<file path="src/rtl/dsc_pkg.sv">
package dsc_pkg;
  localparam int unsigned NDIG      = 5;
  localparam int unsigned DIG_W     = 4;
  localparam int unsigned CNT_W     = NDIG * DIG_W;
  localparam int unsigned MAX_COUNT = 20000;

  typedef enum logic [1:0] {
    PH_AZ    = 2'd0,
    PH_INT   = 2'd1,
    PH_DEINT = 2'd2
  } phase_e;

  typedef enum logic [1:0] {
    MODE_LIVE = 2'b00,
    MODE_HOLD = 2'b01,
    MODE_FREE = 2'b10,
    MODE_FREX = 2'b11
  } disp_mode_e;
endpackage

</file>
<file path="src/rtl/dsc_sequencer.sv">
module dsc_sequencer
  import dsc_pkg::*;
#(
  parameter int unsigned INT_CYC     = 10000,
  parameter int unsigned INT_RED_CYC = 1000,
  parameter int unsigned AZ_MIN_CYC  = 1000
) (
  input  logic   clk_i,
  input  logic   rst_ni,
  input  logic   range_i,
  input  logic   reduced_i,
  input  logic   polarity_i,
  input  logic   deint_end_i,
  output phase_e phase_o,
  output logic   int_last_o,
  output logic   sign_o
);
  localparam int unsigned TOTAL = AZ_MIN_CYC + INT_CYC + MAX_COUNT;
  localparam int unsigned CW    = $clog2(TOTAL);
  localparam int unsigned PW    = $clog2(INT_CYC);
  localparam logic [CW-1:0] CYC_LAST  = CW'(TOTAL - 1);
  localparam logic [CW-1:0] CYC_START = CW'(TOTAL - AZ_MIN_CYC);
  localparam logic [PW-1:0] INT_LAST  = PW'(INT_CYC - 1);
  localparam logic [PW-1:0] RED_LAST  = PW'(INT_RED_CYC - 1);

  phase_e        phase_q;
  logic [CW-1:0] cyc_q;
  logic [PW-1:0] ph_q;
  logic          red_q;
  logic          sign_q;
  logic          cyc_wrap;

  assign cyc_wrap   = (phase_q == PH_AZ) && (cyc_q == CYC_LAST);
  assign int_last_o = (phase_q == PH_INT) && (ph_q == (red_q ? RED_LAST : INT_LAST));

  always_ff @(posedge clk_i or negedge rst_ni) begin
    if (!rst_ni) begin
      phase_q <= PH_AZ;
      cyc_q   <= CYC_START;
      ph_q    <= '0;
      red_q   <= 1'b0;
      sign_q  <= 1'b0;
    end else begin
      cyc_q <= cyc_wrap ? '0 : cyc_q + 1'b1;
      unique case (phase_q)
        PH_AZ: begin
          if (cyc_wrap) begin
            phase_q <= PH_INT;
            ph_q    <= '0;
            red_q   <= range_i & reduced_i;
          end
        end
        PH_INT: begin
          if (int_last_o) begin
            phase_q <= PH_DEINT;
            sign_q  <= polarity_i & ~red_q;
          end else begin
            ph_q <= ph_q + 1'b1;
          end
        end
        PH_DEINT: begin
          if (deint_end_i) phase_q <= PH_AZ;
        end
        default: phase_q <= PH_AZ;
      endcase
    end
  end

  assign phase_o = phase_q;
  assign sign_o  = sign_q;
endmodule

</file>
<file path="src/rtl/dsc_bcd_counter.sv">
module dsc_bcd_counter
  import dsc_pkg::*;
(
  input  logic             clk_i,
  input  logic             rst_ni,
  input  logic             clr_i,
  input  logic             inc_i,
  output logic [CNT_W-1:0] cnt_o,
  output logic             at_max_o
);
  logic [NDIG-1:0] carry;
  logic [NDIG-1:0] is_lim;

  assign carry[0] = inc_i;

  for (genvar i = 0; i < NDIG; i++) begin : g_dig
    localparam logic [DIG_W-1:0] LIM = (i == NDIG - 1) ? DIG_W'(1) : DIG_W'(9);
    logic [DIG_W-1:0] d_q;

    always_ff @(posedge clk_i or negedge rst_ni) begin
      if (!rst_ni)       d_q <= '0;
      else if (clr_i)    d_q <= '0;
      else if (carry[i]) d_q <= (d_q == LIM) ? '0 : d_q + 1'b1;
    end

    assign cnt_o[i*DIG_W +: DIG_W] = d_q;
    assign is_lim[i]               = (d_q == LIM);

    if (i < NDIG - 1) begin : g_carry
      assign carry[i+1] = carry[i] & is_lim[i];
    end
  end

  // leading digit limit plus all nines below it is full scale
  assign at_max_o = &is_lim;
endmodule

</file>
<file path="src/rtl/dsc_display.sv">
module dsc_display
  import dsc_pkg::*;
(
  input  logic             clk_i,
  input  logic             rst_ni,
  input  logic             end_i,
  input  logic             timeout_i,
  input  logic             deint_i,
  input  logic [CNT_W-1:0] cnt_i,
  input  logic             sign_i,
  input  disp_mode_e       mode_i,
  output logic [CNT_W-1:0] digits_o,
  output logic             sign_o,
  output logic             over_o,
  output logic             under_o,
  output logic             status_o
);
  logic [CNT_W-1:0] disp_q;
  logic             sign_q, over_q, under_q, status_q;
  logic             upd, live_show, small_mag;

  assign upd       = end_i && (mode_i != MODE_HOLD);
  assign live_show = deint_i && (mode_i == MODE_LIVE);
  assign small_mag = (cnt_i[CNT_W-1 -: 2*DIG_W] == '0);

  always_ff @(posedge clk_i or negedge rst_ni) begin
    if (!rst_ni) begin
      disp_q   <= '0;
      sign_q   <= 1'b0;
      over_q   <= 1'b0;
      under_q  <= 1'b0;
      status_q <= 1'b1;
    end else begin
      status_q <= ~upd;
      if (upd) begin
        disp_q  <= cnt_i;
        sign_q  <= sign_i;
        over_q  <= timeout_i;
        under_q <= small_mag;
      end
    end
  end

  assign digits_o = live_show ? cnt_i  : disp_q;
  assign sign_o   = live_show ? sign_i : sign_q;
  assign over_o   = over_q;
  assign under_o  = under_q;
  assign status_o = status_q;
endmodule

</file>
<file path="src/rtl/dsc_core.sv">
module dsc_core
  import dsc_pkg::*;
#(
  parameter int unsigned INT_CYC     = 10000,
  parameter int unsigned INT_RED_CYC = 1000,
  parameter int unsigned AZ_MIN_CYC  = 1000
) (
  input  logic        clk_i,
  input  logic        rst_ni,
  input  logic        zero_cross_i,
  input  logic        polarity_i,
  input  logic        range_i,
  input  logic        reduced_i,
  input  logic [1:0]  hold_mode_i,
  output logic        az_o,
  output logic        int_o,
  output logic        deint_o,
  output logic [19:0] digits_o,
  output logic        sign_o,
  output logic        over_o,
  output logic        under_o,
  output logic        status_o
);
  phase_e           phase;
  logic             int_last, sign_cap;
  logic [CNT_W-1:0] cnt;
  logic             at_max, in_deint, deint_end, timeout, inc;

  assign in_deint  = (phase == PH_DEINT);
  assign deint_end = in_deint & (zero_cross_i | at_max);
  assign timeout   = in_deint & at_max & ~zero_cross_i;
  assign inc       = in_deint & ~zero_cross_i & ~at_max;

  dsc_sequencer #(
    .INT_CYC    (INT_CYC),
    .INT_RED_CYC(INT_RED_CYC),
    .AZ_MIN_CYC (AZ_MIN_CYC)
  ) u_seq (
    .clk_i      (clk_i),
    .rst_ni     (rst_ni),
    .range_i    (range_i),
    .reduced_i  (reduced_i),
    .polarity_i (polarity_i),
    .deint_end_i(deint_end),
    .phase_o    (phase),
    .int_last_o (int_last),
    .sign_o     (sign_cap)
  );

  dsc_bcd_counter u_cnt (
    .clk_i   (clk_i),
    .rst_ni  (rst_ni),
    .clr_i   (int_last),
    .inc_i   (inc),
    .cnt_o   (cnt),
    .at_max_o(at_max)
  );

  dsc_display u_disp (
    .clk_i    (clk_i),
    .rst_ni   (rst_ni),
    .end_i    (deint_end),
    .timeout_i(timeout),
    .deint_i  (in_deint),
    .cnt_i    (cnt),
    .sign_i   (sign_cap),
    .mode_i   (disp_mode_e'(hold_mode_i)),
    .digits_o (digits_o),
    .sign_o   (sign_o),
    .over_o   (over_o),
    .under_o  (under_o),
    .status_o (status_o)
  );

  assign az_o    = (phase == PH_AZ);
  assign int_o   = (phase == PH_INT);
  assign deint_o = in_deint;
endmodule

</file>
<file path="config.mk">
export PLATFORM = sky130hd
export DESIGN_NAME = dsc_core
export DESIGN_NICKNAME = d
export VERILOG_FILES = /design/src/rtl/dsc_pkg.sv /design/src/rtl/dsc_sequencer.sv /design/src/rtl/dsc_bcd_counter.sv /design/src/rtl/dsc_display.sv /design/src/rtl/dsc_core.sv
export SDC_FILE = /design/constraint.sdc
export NUM_CORES = 1
export LEC_CHECK = 0
export BUFFER_PORTS_ARGS = -buffer_cell sky130_fd_sc_hd__buf_2
export CORE_MARGIN = 4
export CORE_UTILIZATION = 39
export CTS_CLUSTER_DIAMETER = 50
export DETAILED_ROUTE_END_ITERATION = 7
export GPL_TIMING_DRIVEN = 1
export SLEW_MARGIN = 5
export SYNTH_ARGS = -nofsm -noshare
export SYNTH_HDL_FRONTEND = slang
export SYNTH_SLANG_ARGS = --single-unit
</file>
<file path="constraint.sdc">
create_clock -name clk_i -period 2.4 [get_ports clk_i]
set_input_delay 0.24 -clock clk_i [delete_from_list [all_inputs] [get_ports clk_i]]
set_output_delay 0.24 -clock clk_i [all_outputs]
set_load 0.005 [all_outputs]
</file>
# ---- Word-level counts from Yosys, hierarchy flattened
# Index checks and enable logic that the tools add are counted.
dict set report word_totals {
  register_bits 77
  elab_cells 96
  memories 0
  ram_bits 0
  output_inout_bits 27
  mem_bits_ro 0
  latchBits 0
}
dict set report classes {
  add_sub_neg 7
  bitwise_logic 16
  muxes 26
  n_reduce_logical 18
  n_div 0
  eq_ne 14
  shifts 0
  multipliers 0
  n_lt_le_gt_ge 0
}
# cell count
set ops {}
lappend ops {{2-to-1 mux 4 bit} 15}
lappend ops {{2-to-1 mux 14 bit} 3}
lappend ops {{case mux 14 bit (2 select lines)} 1}
lappend ops {{adder 4 x 1 -> 4 bit (second input constant)} 5}
lappend ops {{2-to-1 mux 20 bit} 1}
lappend ops {{== test 4 bit (second input constant)} 4}
lappend ops {{adder 15 x 1 -> 15 bit (second input constant)} 1}
lappend ops {{== test 15 bit (second input constant)} 1}
lappend ops {{2-to-1 mux 15 bit} 1}
lappend ops {{adder 14 x 1 -> 14 bit (second input constant)} 1}
lappend ops {{== test 14 bit} 1}
lappend ops {{nonzero test 2 bit} 6}
lappend ops {{bitwise AND 1 bit} 11}
lappend ops {{logical NOT 8 bit} 1}
lappend ops {{!= test 2 x 1 -> 1 bit (second input constant)} 4}
lappend ops {{2-to-1 mux 2 bit} 3}
lappend ops {{case mux 2 bit (3 select lines)} 1}
lappend ops {{AND reduction 3 bit} 2}
lappend ops {{AND reduction 5 bit} 1}
lappend ops {{== test 4 x 1 -> 1 bit (second input constant)} 1}
lappend ops {{logical AND 1 bit} 4}
lappend ops {{logical NOT 2 bit} 2}
lappend ops {{inverter 1 bit} 4}
lappend ops {{AND reduction 2 bit} 2}
lappend ops {{5 further kinds} 5}

# ---- Depth between registers and ports, before layout
# Gate-level depths: netlist of the first run.
dict set report depth {
  depth_word 10
  ltp_mapped 8
}

# ---- Modules after synthesis
# From an unflattened synthesis of the first run, not the netlist that was laid out.
dict set report hier_totals {
  hier_cells 389
  hier_area_um2 4171.5
}
# module instances area_each_um2 seq_area_each_um2 cells_each
set modules_own_cells {}
lappend modules_own_cells {dsc_sequencer 1 1690.4 834.6 169}
lappend modules_own_cells {dsc_bcd_counter 1 1227.4 500.5 133}
lappend modules_own_cells {dsc_display 1 1193.6 601.8 79}
lappend modules_own_cells {dsc_core 1 60.1 0.0 8}

# ---- Worst setup path after synthesis of the first run
# OpenSTA, ideal clock, no wires.
dict set report synth_timing {
  path_kind {register to register}
  start {reg u_cnt.g_dig[3].d_q[1]}
  end {reg u_disp.disp_q[0]}
  arrival_ns 1.932
  stages_incl_launch_ff 9
  setup_time_ns 0.125
  n_path_buf 1
  slack_ns 0.344
  period_less_slack_ns 2.056
  path_cell_list {dfrtp_1 -> inv_1 -> ha_1 -> and3b_1 -> nand3_1 -> nor3_1 -> o21a_1 -> buf_4 -> mux2_2}
}
dict set report synth_between {
  elab_chain_len 5
}
# item line
set synth_lines {}
lappend synth_lines {{from (decl)} dsc_bcd_counter.sv:18} ;# logic [DIG_W-1:0] d_q;
lappend synth_lines {{from (signal assigned)} dsc_bcd_counter.sv:23} ;# else if (carry[i]) d_q <= (d_q == LIM) ? '0 : d_q + 1'b1;
lappend synth_lines {{== test 4 bit} dsc_bcd_counter.sv:27} ;# assign is_lim[i] = (d_q == LIM);
lappend synth_lines {{AND reduction 5 bit} dsc_bcd_counter.sv:35} ;# assign at_max_o = &is_lim;
lappend synth_lines {{bitwise OR 1 bit} dsc_core.sv:30} ;# assign deint_end = in_deint & (zero_cross_i | at_max);
lappend synth_lines {{bitwise AND 1 bit} dsc_core.sv:30}
lappend synth_lines {{logical AND 1 bit} dsc_display.sv:22} ;# assign upd = end_i && (mode_i != MODE_HOLD);
lappend synth_lines {{to (signal assigned)} dsc_display.sv:36} ;# disp_q <= cnt_i;
lappend synth_lines {{to (decl)} dsc_display.sv:18} ;# logic [CNT_W-1:0] disp_q;
# Every way passes these cells.
# A chain may end at the register's enable or synchronous reset.

# ---- Worst setup path in the final report of the first run
dict set report layout_timing {
  start {reg u_cnt.g_dig[3].d_q[1]}
  end {reg u_disp.disp_q[12]}
}
# The elaborated chain is that of the path after synthesis.

==> impl_results.rst, run 1 <==
.. list-table::
   :header-rows: 1

   * - Metric
     - Value
   * - Outcome
     - completed
   * - Number of buffers inserted by post-CTS setup repair
     - 0
   * - Clock insertion delay at the later pin of the skew report
     - approximately 0.34 ns
   * - Arrival time of the worst setup path
     - 2.47 ns
   * - Max Clock Skew
     - 0.01242 ns
   * - Cell area after layout
     - 0.004651 mm2
   * - Cell area after synthesis
     - 0.004033 mm2
   * - Routing usage on met1
     - 0.1863
   * - Leakage Power
     - between 0.002 and 0.0025 uW
   * - Row cnt
     - 36
   * - Number of synthesis warnings
     - 0
   * - PortBufs
     - 34
   * - Seq cells post-synth
     - 77
   * - Synth Instances
     - 379
   * - Number of sinks on the clock net
     - 77
   * - Die extent in y
     - 109.7 um
   * - Clock root cell
     - sky130_fd_sc_hd__clkbuf_8
   * - Register share of total power
     - 0.538
   * - First-pass GRT wire length
     - 13990 um
   * - Peak-usage layer in the global routing report
     - met2
   * - Number of antenna violations at the first check in global routing
     - 0
   * - Number of buffers created by CTS
     - 9
   * - Number of placed I/O pins
     - 35
   * - Share of the clock period used by the worst path
     - 0.9340
   * - Class of the most critical setup path
     - reg2reg
   * - Required arrival time at the worst endpoint
     - 2.63 ns
   * - Hold violation total from the final report
     - 0
   * - Achievable Freq
     - 0.4461 GHz
   * - Crit Reg-Reg Startpoint
     - u_cnt.g_dig[3].d_q[1]
   * - HPWL after detailed placement
     - roughly 5700 um
   * - Slowest Stage Delay on Critical Path
     - 0.44 ns
   * - Most common cell after layout, fill and taps aside
     - sky130_fd_sc_hd__dfrtp_1
   * - Transition time at the pin with the least slew margin
     - between 0.5 and 0.6 ns
   * - Post-Synthesis Net Count
     - 398
   * - Classification of the worst-slack hold path
     - in2reg
   * - Global-route track usage on met3
     - 0.03876
   * - Placed cell areas
     - between 0.004 and 0.005 mm2
   * - Kind of launch point of the worst setup path
     - flop
   * - Commonest cells after routing, fill and taps aside
     - sky130_fd_sc_hd__dfrtp_1 (69), sky130_fd_sc_hd__mux2_2 (43), sky130_fd_sc_hd__nor2_1 (33), sky130_fd_sc_hd__buf_2 (33), sky130_fd_sc_hd__nand2_1 (30)
   * - Total number of H-tree levels
     - 3
   * - Final Slew Violations
     - 0
   * - Placed cell count
     - 548
   * - Pwr Density
     - 528.1 mW/mm2
   * - Internal power summed over all cells
     - 1950 uW
   * - Start point of the worst min-delay path
     - reduced_i
   * - TritonCTS clock tree
     - done
   * - Met2 capacity usage during global routing
     - 0.2441
   * - Largest buffer count on any clock path
     - 2
   * - Final net count
     - 446
   * - Initial detailed-routing violation count
     - 60
   * - Min Clock Period, post-route
     - 2.242 ns
   * - Total die area
     - about 0.012 mm2
   * - Total via count in the routed design
     - around 3k
   * - Total global routing overflow
     - 0
   * - Largest delay contributor family on the critical path
     - simple AND/OR/NAND/NOR gates
   * - Critical path buffers and inverters
     - 2
   * - Number of diodes added for antenna fixing
     - 0
   * - Final Util
     - 0.4693
   * - Switching fraction of total power
     - 0.2062
   * - Total negative slack
     - 0 ns
   * - Average wire per standard cell
     - 14.33 um
   * - Count of placed standard cells in the final layout, fillers left out
     - roughly 570
   * - Main synth FF type
     - sky130_fd_sc_hd__dfrtp_1
   * - Share of power burned in the clock network
     - 0.435
   * - Slowest-stage cell, CP
     - sky130_fd_sc_hd__dfrtp_1
   * - Ordered list of cells on the worst path
     - inv_1 -> ha_1 -> and3b_1 -> nand3_1 -> nor3_1 -> o21a_1 -> buf_4 -> mux2_2
   * - Number of remaining DRC errors
     - 0
   * - Final wirelength
     - 8098 um
   * - Ratio of routed vias to standard cells
     - 5.253
   * - Core footprint
     - between 0.009 and 0.01 mm2
   * - Portion of total power attributed to combinational logic
     - 0.027
   * - Maximum fanout count along the critical path
     - 15
   * - Post-cts gate resize count
     - 0
   * - Number of distinct standard cells referenced by the synthesized netlist
     - 46
   * - Via count of the first global-routing pass
     - roughly 3k
   * - Count of hold buffers inserted by post-cts repair
     - 1
   * - Hold slack final
     - between 0.1 and 0.15 ns
   * - Max Cap Viol
     - 0
   * - Initial Utilization
     - 0.4069
   * - Largest net degree at the start of global routing
     - 45
   * - Register-to-register setup slack
     - about 0.16 ns
   * - Reg clk slew, reported paths
     - 0.08 ns
   * - Launch point of the critical path
     - u_cnt.g_dig[3].d_q[1]
   * - Final Setup Violations
     - 0
   * - Area grow syn2layout
     - 15.33%
   * - Post-synthesis sequential area ratio
     - 0.4803
   * - ANT nets after route
     - 0
   * - Gp weighted congestion
     - a little over 0.8
   * - Fraction of layout instances using a drive strength above 1
     - 0.2778
   * - TritonRoute pass-1 iters
     - 4
   * - Highest ir drop seen on vdd
     - approximately 0.32 mV
   * - GRT Util Overall
     - 0.1482
   * - Mean post-synth cell area
     - roughly 11 um2
   * - Unrepaired setup endpoints after global routing
     - false
   * - Share of async-settable or async-resettable flops after synthesis
     - 1.000
   * - Die X
     - between 100 and 150 um
   * - Endpoint kind of the worst setup timing path
     - flop
   * - Psw
     - about 500 uW
   * - Slew Limit Headroom
     - 0.5992
   * - Number of enable flip-flop cells after synthesis
     - 0
## power groups by stage
stage                     Clock [uW]  Sequential (uW)  Combinational, uW
final                           1070             1320               67.2
after detailed placement           0             1350               69.4
after floorplan                    0             1340               21.9
after global routing            1160             1320               78.9
after CTS                       1110             1320               70.9
after global placement             0             1350               67.5
## through the flow
| stage | power, uW | setup WS, ns |
|---|---|---|
| final | 2456 | 0.1584 |
| after global routing | 2565 | 0.001009 |
| after floorplan | 1365 | 0.3435 |
| after CTS | 2502 | 0.1515 |
| after detailed placement | 1415 | 0.1814 |
| after global placement | 1413 | 0.3238 |
## cells in the mapped netlist (9+ instances only)
master                    count  share of area
sky130_fd_sc_hd__nor2_1      33          0.031
sky130_fd_sc_hd__nand3_1     20          0.025
sky130_fd_sc_hd__and3_1      10          0.016
sky130_fd_sc_hd__nand2_1     30          0.028
sky130_fd_sc_hd__mux2_2      43           0.12
sky130_fd_sc_hd__xor2_1      20          0.043
sky130_fd_sc_hd__a21oi_1     15          0.019
sky130_fd_sc_hd__dfrtp_1     69           0.43
sky130_fd_sc_hd__inv_1       12          0.011
sky130_fd_sc_hd__nor3_1       9          0.011
sky130_fd_sc_hd__o21ai_0     10          0.012
sky130_fd_sc_hd__ha_1        11          0.034
## registers in the layout, indices dropped and copies added (netlist names), 2 cells and up
name	flops
u_cnt.g_dig.d_q	20
u_disp.disp_q	20
u_seq.cyc_q	15
u_seq.ph_q	14
u_seq.phase_o	2
## metal layers
layer / vias to the layer above / wire (um)
li1: 1449 / -
met1: 1466 / 3711
met2: 44 / 4015
met3: 9 / 259
met4: 0 / 111
met5: - / 0
## path summary, 6_finish.rpt
check	to	cells past startpoint
setup / recovery	u_disp.disp_q[12]	8
hold / removal	u_seq.red_q	3
setup reg to reg	u_disp.disp_q[12]	8
hold reg to reg	u_seq.cyc_q[0]	1
max in group asynchronous	u_seq.cyc_q[14]	3
min in group asynchronous	u_disp.disp_q[14]	2
## cells by family (layout without fill, tap and decap cells)
| group | count (synthesis) | in the layout | share of synthesized area |
|---|---|---|---|
| fa+ha+maj | 11 | 11 | 0.03413 |
| buf+inv | 24 | 77 | 0.02885 |
| compound gates | 41 | 41 | 0.06919 |
| simple gates | 156 | 156 | 0.2079 |
| flops | 77 | 77 | 0.4803 |
| mux | 46 | 46 | 0.1275 |
| xor+xnor | 24 | 24 | 0.05212 |
## final cells by class
type,count,area (um2)
Fill cell,934,5259
Multi-Input combinational cell,278,1984
Sequential cell,77,1937
Timing Repair Buffer,49,300.3
Tap cell,133,166.4
Clock buffer,12,145.1
Clock inverter,4,72.57
Inverter,12,45.04
## worst register-to-register path, stage by stage, from the launching register on
cell	delay, ns
sky130_fd_sc_hd__dfrtp_1	0.44
sky130_fd_sc_hd__inv_1	0.11
sky130_fd_sc_hd__ha_1	0.19
sky130_fd_sc_hd__and3b_1	0.22
sky130_fd_sc_hd__nand3_1	0.13
sky130_fd_sc_hd__nor3_1	0.25
sky130_fd_sc_hd__o21a_1	0.19
sky130_fd_sc_hd__buf_4	0.24
sky130_fd_sc_hd__mux2_2	0.36
(Power assumes the default switching activity.)
==> run 2, diff against run 1 <==
==> constraint.sdc (replaced) <==
create_clock -name clk_i -period 2.65 [get_ports clk_i]
set_input_delay 0.53 -clock clk_i [delete_from_list [all_inputs] [get_ports clk_i]]
set_output_delay 0.53 -clock clk_i [all_outputs]
set_load 0.005 [all_outputs]
==> impl_results.rst, run 2 (same netlist as run 1, synthesis figures left out) <==
.. list-table::
   :header-rows: 1

   * - Metric
     - Value
   * - Outcome
     - completed
   * - Max Cap Viol
     - 0 (unchanged)
   * - Clock insertion delay at the later pin of the skew report
     - 0.35 ns (about the same)
   * - Total global routing overflow
     - 0 (unchanged)
   * - Kind of launch point of the worst setup path
     - flop
   * - Highest ir drop seen on vdd
     - 0.3465 mV (+8.8%)
   * - Initial Utilization
     - 0.4069 (unchanged)
   * - Classification of the worst-slack hold path
     - in2async
   * - Largest buffer count on any clock path
     - 2 (unchanged)
   * - Average wire per standard cell
     - 14.05 um (-2.0%)
   * - Final Slew Violations
     - 0 (unchanged)
   * - Number of sinks on the clock net
     - 77 (unchanged)
   * - Final wirelength
     - 7855 um (-3.0%)
   * - TritonRoute pass-1 iters
     - 4 (unchanged)
   * - Die extent in y
     - 109.7 um (unchanged)
   * - Pwr Density
     - 452.0 mW/mm2 (-14%)
   * - Core footprint
     - 0.009910 mm2 (unchanged)
   * - Leakage Power
     - 0.002181 uW (-1.9%)
   * - Number of buffers inserted by post-CTS setup repair
     - 0 (unchanged)
   * - Class of the most critical setup path
     - reg2out
   * - Largest net degree at the start of global routing
     - 45 (unchanged)
   * - Largest delay contributor family on the critical path
     - buffers and inverters
   * - Commonest cells after routing, fill and taps aside
     - sky130_fd_sc_hd__dfrtp_1 (69), sky130_fd_sc_hd__mux2_2 (43), sky130_fd_sc_hd__nor2_1 (33), sky130_fd_sc_hd__buf_2 (33), sky130_fd_sc_hd__nand2_1 (30)
   * - Number of antenna violations at the first check in global routing
     - 0 (unchanged)
   * - Reg clk slew, reported paths
     - 0.09 ns (about the same)
   * - Maximum fanout count along the critical path
     - 21 (+6)
   * - Total via count in the routed design
     - 2929 (-1.3%)
   * - Slowest-stage cell, CP
     - sky130_fd_sc_hd__mux2_2
   * - Unrepaired setup endpoints after global routing
     - false
   * - Placed cell count
     - 543 (-0.91%)
   * - PortBufs
     - 34 (unchanged)
   * - Number of buffers created by CTS
     - 9 (unchanged)
   * - Gp weighted congestion
     - 0.8332 (+2.7%)
   * - Slew Limit Headroom
     - 0.5837 (-0.01553)
   * - Arrival time of the worst setup path
     - 1.94 ns (-0.53 ns)
   * - Max Clock Skew
     - 0.01115 ns (-0.001273 ns)
   * - Ratio of routed vias to standard cells
     - 5.240 (-0.25%)
   * - Number of diodes added for antenna fixing
     - 0 (unchanged)
   * - Clock root cell
     - sky130_fd_sc_hd__clkbuf_8
   * - Post-cts gate resize count
     - 0 (unchanged)
   * - Achievable Freq
     - about 0.4 GHz
   * - Hold violation total from the final report
     - 0 (unchanged)
   * - Via count of the first global-routing pass
     - 2981 (-0.80%)
   * - GRT Util Overall
     - 0.1432 (-0.005025)
   * - Slowest Stage Delay on Critical Path
     - 0.41 ns (-0.03 ns)
   * - Total number of H-tree levels
     - 3 (unchanged)
   * - Final Setup Violations
     - 0 (unchanged)
   * - Critical path buffers and inverters
     - 2 (unchanged)
   * - Count of hold buffers inserted by post-cts repair
     - 0 (-1)
   * - First-pass GRT wire length
     - 13720 um (-1.9%)
   * - TritonCTS clock tree
     - done
   * - HPWL after detailed placement
     - 5500 um (-3.4%)
   * - Final net count
     - 440 (-1.3%)
   * - Row cnt
     - 36 (unchanged)
   * - Transition time at the pin with the least slew margin
     - 0.6179 ns (+0.02306 ns)
   * - Required arrival time at the worst endpoint
     - 2.12 ns (-0.51 ns)
   * - Endpoint kind of the worst setup timing path
     - primary output
   * - Initial detailed-routing violation count
     - 96 (+60%)
   * - Die X
     - 109.7 um (unchanged)
   * - Ordered list of cells on the worst path
     - nand2b_1 -> nor3_2 -> buf_4 -> mux2_2 -> buf_2
   * - Power, Total
     - 2071 uW (-16%)
   * - Largest registers
     - u_cnt.g_dig.d_q (20), u_disp.disp_q (20), u_seq.cyc_q (15)
   * - Total negative slack
     - 0 ns (unchanged)
   * - Number of remaining DRC errors
     - 0 (unchanged)
   * - Fraction of layout instances using a drive strength above 1
     - 0.2746 (-0.003130)
   * - Total die area
     - 0.01203 mm2 (unchanged)
   * - ANT nets after route
     - 0 (unchanged)
   * - Share of the clock period used by the worst path
     - 0.9331
   * - Number of placed I/O pins
     - 35 (unchanged)
   * - Count of placed standard cells in the final layout, fillers left out
     - 559 (-1.1%)
   * - Most common cell after layout, fill and taps aside
     - sky130_fd_sc_hd__dfrtp_1
   * - Area grow syn2layout
     - 13.62%
   * - Min Clock Period, post-route
     - roughly 2.5 ns
==> run 2: worst reg2reg max path, cell delays in order, from the launching register on <==
cell                      delay (ns)
sky130_fd_sc_hd__dfrtp_1        0.45
sky130_fd_sc_hd__inv_1          0.08
sky130_fd_sc_hd__ha_1           0.19
sky130_fd_sc_hd__and3b_1        0.24
sky130_fd_sc_hd__nand3_1        0.14
sky130_fd_sc_hd__nor3_1         0.28
sky130_fd_sc_hd__o21a_1         0.20
sky130_fd_sc_hd__buf_12         0.19
sky130_fd_sc_hd__mux2_2         0.36
==> run 2: layer usage <==
layer / vias up / global-route usage / part of all wire / wire length (um)
met3: 13 / 0.03934 / 0.033 / 263
met2: 41 / 0.2402 / 0.48 / 3806
li1: 1424 / - / - / -
met4: 0 / 0.03740 / 0.017 / 132
met5: - / 0 / 0 / 0
met1: 1451 / 0.1825 / 0.47 / 3653
==> run 2: final timing paths <==
check / startpoint / endpoint / slack [ns] / cells after the start
setup / recovery: u_seq.phase_o[0] / digits_o[19] / 0.18 / 5
hold / removal: rst_ni / u_disp.disp_q[12] / 0.17 / 1
setup reg to reg: u_cnt.g_dig[2].d_q[1] / u_disp.sign_q / 0.41 / 8
hold reg to reg: u_seq.cyc_q[0] / u_seq.cyc_q[0] / 0.50 / 1
max in group asynchronous: rst_ni / u_seq.cyc_q[10] / 1.83 / 2
min in group clk_i: zero_cross_i / u_disp.over_o / 0.40 / 2
==> run 2: where the power goes <==
part / total, uW / switching (uW) / internal, uW
clock: 815 / 445 / 370
combinational: 60.2 / 35.9 / 24.3
sequential: 1200 / 11.8 / 1180
total: 2070 / 492 / 1580
==> run 2: through the flow <==
step | hold slack (ns) | util | setup WS [ns] | area [um2]
global route | 0.2124 | 0.4624 | 0.07645 | 4582
global placement | 0.4780 | 0.4438 | 0.4180 | 4398
floorplan | 0.2344 | - | 0.5726 | 4033
finish | 0.1719 | 0.4624 | 0.1772 | 4582
CTS | 0.1808 | 0.4624 | 0.1286 | 4582
detailed placement | 0.4881 | 0.4438 | 0.3605 | 4398
==> run 2: layout make-up <==
class	instances	area, um2
well taps	133	166.4
clock buffers	10	137.6
repair buffers	43	265.3
multi-input cells	278	1984
fillers	966	5328
inverters	12	45.04
flip-flops and latches	77	1937
clock inverters	6	46.29
==> run 3, diff against run 2 <==
--- a/config.mk
+++ b/config.mk
@@ -7,10 +7,11 @@
 export LEC_CHECK = 0
 export BUFFER_PORTS_ARGS = -buffer_cell sky130_fd_sc_hd__buf_2
 export CORE_MARGIN = 4
-export CORE_UTILIZATION = 39
+export CORE_UTILIZATION = 55
 export CTS_CLUSTER_DIAMETER = 50
 export DETAILED_ROUTE_END_ITERATION = 7
 export GPL_TIMING_DRIVEN = 1
+export PLACE_DENSITY = 0.74
 export SLEW_MARGIN = 5
 export SYNTH_ARGS = -nofsm -noshare
 export SYNTH_HDL_FRONTEND = slang
==> impl_results.rst, run 3 (same netlist as run 1, synthesis figures left out) <==
.. list-table::
   :header-rows: 1

   * - Metric
     - Value
   * - Required arrival time at the worst endpoint
     - 2.12 ns (about the same)
   * - TritonRoute pass-1 iters
     - 4 (unchanged)
   * - Total global routing overflow
     - 0 (unchanged)
   * - Number of diodes added for antenna fixing
     - 0 (unchanged)
   * - HPWL after detailed placement
     - 5192 um (-5.6%)
   * - Max Cap Viol
     - 0 (unchanged)
   * - Classification of the worst-slack hold path
     - in2async
   * - Number of placed I/O pins
     - 35 (unchanged)
   * - Row cnt
     - 30 (-17%)
   * - Arrival time of the worst setup path
     - 1.95 ns (about the same)
   * - Slowest Stage Delay on Critical Path
     - 0.40 ns (about the same)
   * - Total number of H-tree levels
     - 3 (unchanged)
   * - Total negative slack
     - 0 ns (unchanged)
   * - Commonest cells after routing, fill and taps aside
     - sky130_fd_sc_hd__dfrtp_1 (69), sky130_fd_sc_hd__mux2_2 (43), sky130_fd_sc_hd__nor2_1 (33), sky130_fd_sc_hd__buf_2 (33), sky130_fd_sc_hd__nand2_1 (30)
   * - GRT Util Overall
     - 0.1923 (+0.04915)
   * - Initial Utilization
     - 0.5807 (+0.1738)
   * - PortBufs
     - 34 (unchanged)
   * - Layout fillers
     - 545 (-44%)
   * - Number of antenna violations at the first check in global routing
     - 0 (unchanged)
   * - Number of sinks on the clock net
     - 77 (unchanged)
   * - Number of buffers inserted by post-CTS setup repair
     - 0 (unchanged)
   * - Critical path buffers and inverters
     - 2 (unchanged)
   * - Average wire per standard cell
     - 14.50 um (+3.2%)
   * - Min Clock Period, post-route
     - 2.477 ns (+0.003722 ns)
   * - Reg clk slew, reported paths
     - 0.08 ns (about the same)
   * - Unrepaired setup endpoints after global routing
     - false
   * - Class of the most critical setup path
     - reg2out
   * - Count of hold buffers inserted by post-cts repair
     - 0 (unchanged)
   * - TritonCTS clock tree
     - done
   * - Largest delay contributor family on the critical path
     - buffers and inverters
   * - Initial detailed-routing violation count
     - 124 (+29%)
   * - Kind of launch point of the worst setup path
     - flop
   * - Core footprint
     - 0.006944 mm2 (-30%)
   * - Highest ir drop seen on vdd
     - 0.2858 mV (-18%)
   * - Transition time at the pin with the least slew margin
     - 0.5481 ns (-0.06985 ns)
   * - Leakage Power
     - 0.002198 uW (+0.76%)
   * - Final Slew Violations
     - 0 (unchanged)
   * - Slew Limit Headroom
     - 0.6307 (+0.04706)
   * - Count of placed standard cells in the final layout, fillers left out
     - 522 (-6.6%)
   * - Hold violation total from the final report
     - 0 (unchanged)
   * - ANT nets after route
     - 0 (unchanged)
   * - Clock root cell
     - sky130_fd_sc_hd__clkbuf_8
   * - Area grow syn2layout
     - 13.37%
   * - Most common cell after layout, fill and taps aside
     - sky130_fd_sc_hd__dfrtp_1
   * - Final Util
     - 0.6584 (+0.1960)
   * - Share of the clock period used by the worst path
     - 0.9345 (+0.001405)
   * - Number of buffers created by CTS
     - 9 (unchanged)
   * - Die X
     - 93.63 um (-15%)
   * - Pwr Density
     - 502.9 mW/mm2 (+11%)
   * - Largest registers
     - u_cnt.g_dig.d_q (20), u_disp.disp_q (20), u_seq.cyc_q (15)
   * - Gp weighted congestion
     - 0.8216 (-1.4%)
   * - First-pass GRT wire length
     - 13320 um (-2.9%)
   * - Endpoint kind of the worst setup timing path
     - primary output
   * - Ordered list of cells on the worst path
     - nand2b_1 -> nor3_2 -> buf_4 -> mux2_2 -> buf_2
   * - Final net count
     - 440 (unchanged)
   * - Achievable Freq
     - 0.4038 GHz (-0.15%)
   * - Slowest-stage cell, CP
     - sky130_fd_sc_hd__dfrtp_1
   * - Fraction of layout instances using a drive strength above 1
     - 0.2676 (-0.007042)
   * - Outcome
     - completed
   * - Final wirelength
     - 7569 um (-3.6%)
   * - Maximum fanout count along the critical path
     - 21 (unchanged)
   * - Post-cts gate resize count
     - 0 (unchanged)
   * - Ratio of routed vias to standard cells
     - 5.676 (+8.3%)
   * - Largest net degree at the start of global routing
     - 46 (+2.2%)
   * - Largest buffer count on any clock path
     - 2 (unchanged)
   * - Max Clock Skew
     - 0.01014 ns (-0.001006 ns)
   * - Total via count in the routed design
     - 2963 (+1.2%)
   * - Placed cell count
     - 506 (-6.8%)
   * - Clock insertion delay at the later pin of the skew report
     - 0.35 ns (about the same)
   * - Register-to-register setup slack
     - 0.42 ns (about the same)
   * - Total die area
     - 0.008766 mm2 (-27%)
   * - Via count of the first global-routing pass
     - 2900 (-2.7%)
   * - Die extent in y
     - 93.63 um (-15%)
   * - Final Setup Violations
     - 0 (unchanged)
   * - Number of remaining DRC errors
     - 0 (unchanged)
## run 3: final cells by class
cell class                      instances  area [um2]  share of cell area
Clock buffer                           12       135.1             0.02956
Clock inverter                          4       97.59             0.02135
Inverter                               12       45.04            0.009852
Multi-Input combinational cell        278        1984              0.4340
Sequential cell                        77        1937              0.4236
Tap cell                               96       120.1             0.02627
Timing Repair Buffer                   43       252.7             0.05528
## run 3: worst reg2reg max path, delay by kind of cell, from the launching register on
family | cells | cell delay (ns)
buf+inv | 2 | 0.27
flops | 1 | 0.45
fa+ha+maj | 1 | 0.20
compound gates | 1 | 0.20
mux | 1 | 0.35
simple gates | 3 | 0.65
## run 3: layer usage
metal / global-route usage / share of wire / vias up
met1: 0.2496 / 0.46 / 1480
met2: 0.3145 / 0.49 / 36
met4: 0.09146 / 0.021 / 0
li1: - / - / 1434
met3: 0.03057 / 0.027 / 13
met5: 0 / 0 / -
## run 3: stage by stage
| step | hold slack, ns | power [uW] | setup slack (ns) | cell area (um2) |
|---|---|---|---|---|
| 3_3_place_gp | 0.4757 | 1277 | 0.4188 | 4339 |
| 6_report | 0.1657 | 2299 | 0.1735 | 4572 |
| 5_1_grt | 0.2024 | 2379 | 0.04074 | 4572 |
| 2_1_floorplan | 0.2344 | 1236 | 0.5726 | 4033 |
| 4_1_cts | 0.1773 | 2326 | 0.1449 | 4572 |
| 3_5_place_dp | 0.4836 | 1279 | 0.3671 | 4339 |
## run 3: final timing paths
path / from / to / depth (start not counted)
min in group clk_i: zero_cross_i / u_disp.over_o / 2
hold / removal: rst_ni / u_disp.disp_q[14] / 1
setup / recovery: u_seq.phase_o[0] / digits_o[19] / 5
hold reg to reg: u_seq.cyc_q[0] / u_seq.cyc_q[0] / 1
max in group asynchronous: rst_ni / u_seq.cyc_q[12] / 2
setup reg to reg: u_cnt.g_dig[2].d_q[1] / u_disp.disp_q[10] / 8
## run 3: power by group
part / switching [uW] / internal, uW
combinational: 35.0 / 22.7
clock: 418 / 627
sequential: 11.1 / 1180
total: 464 / 1830
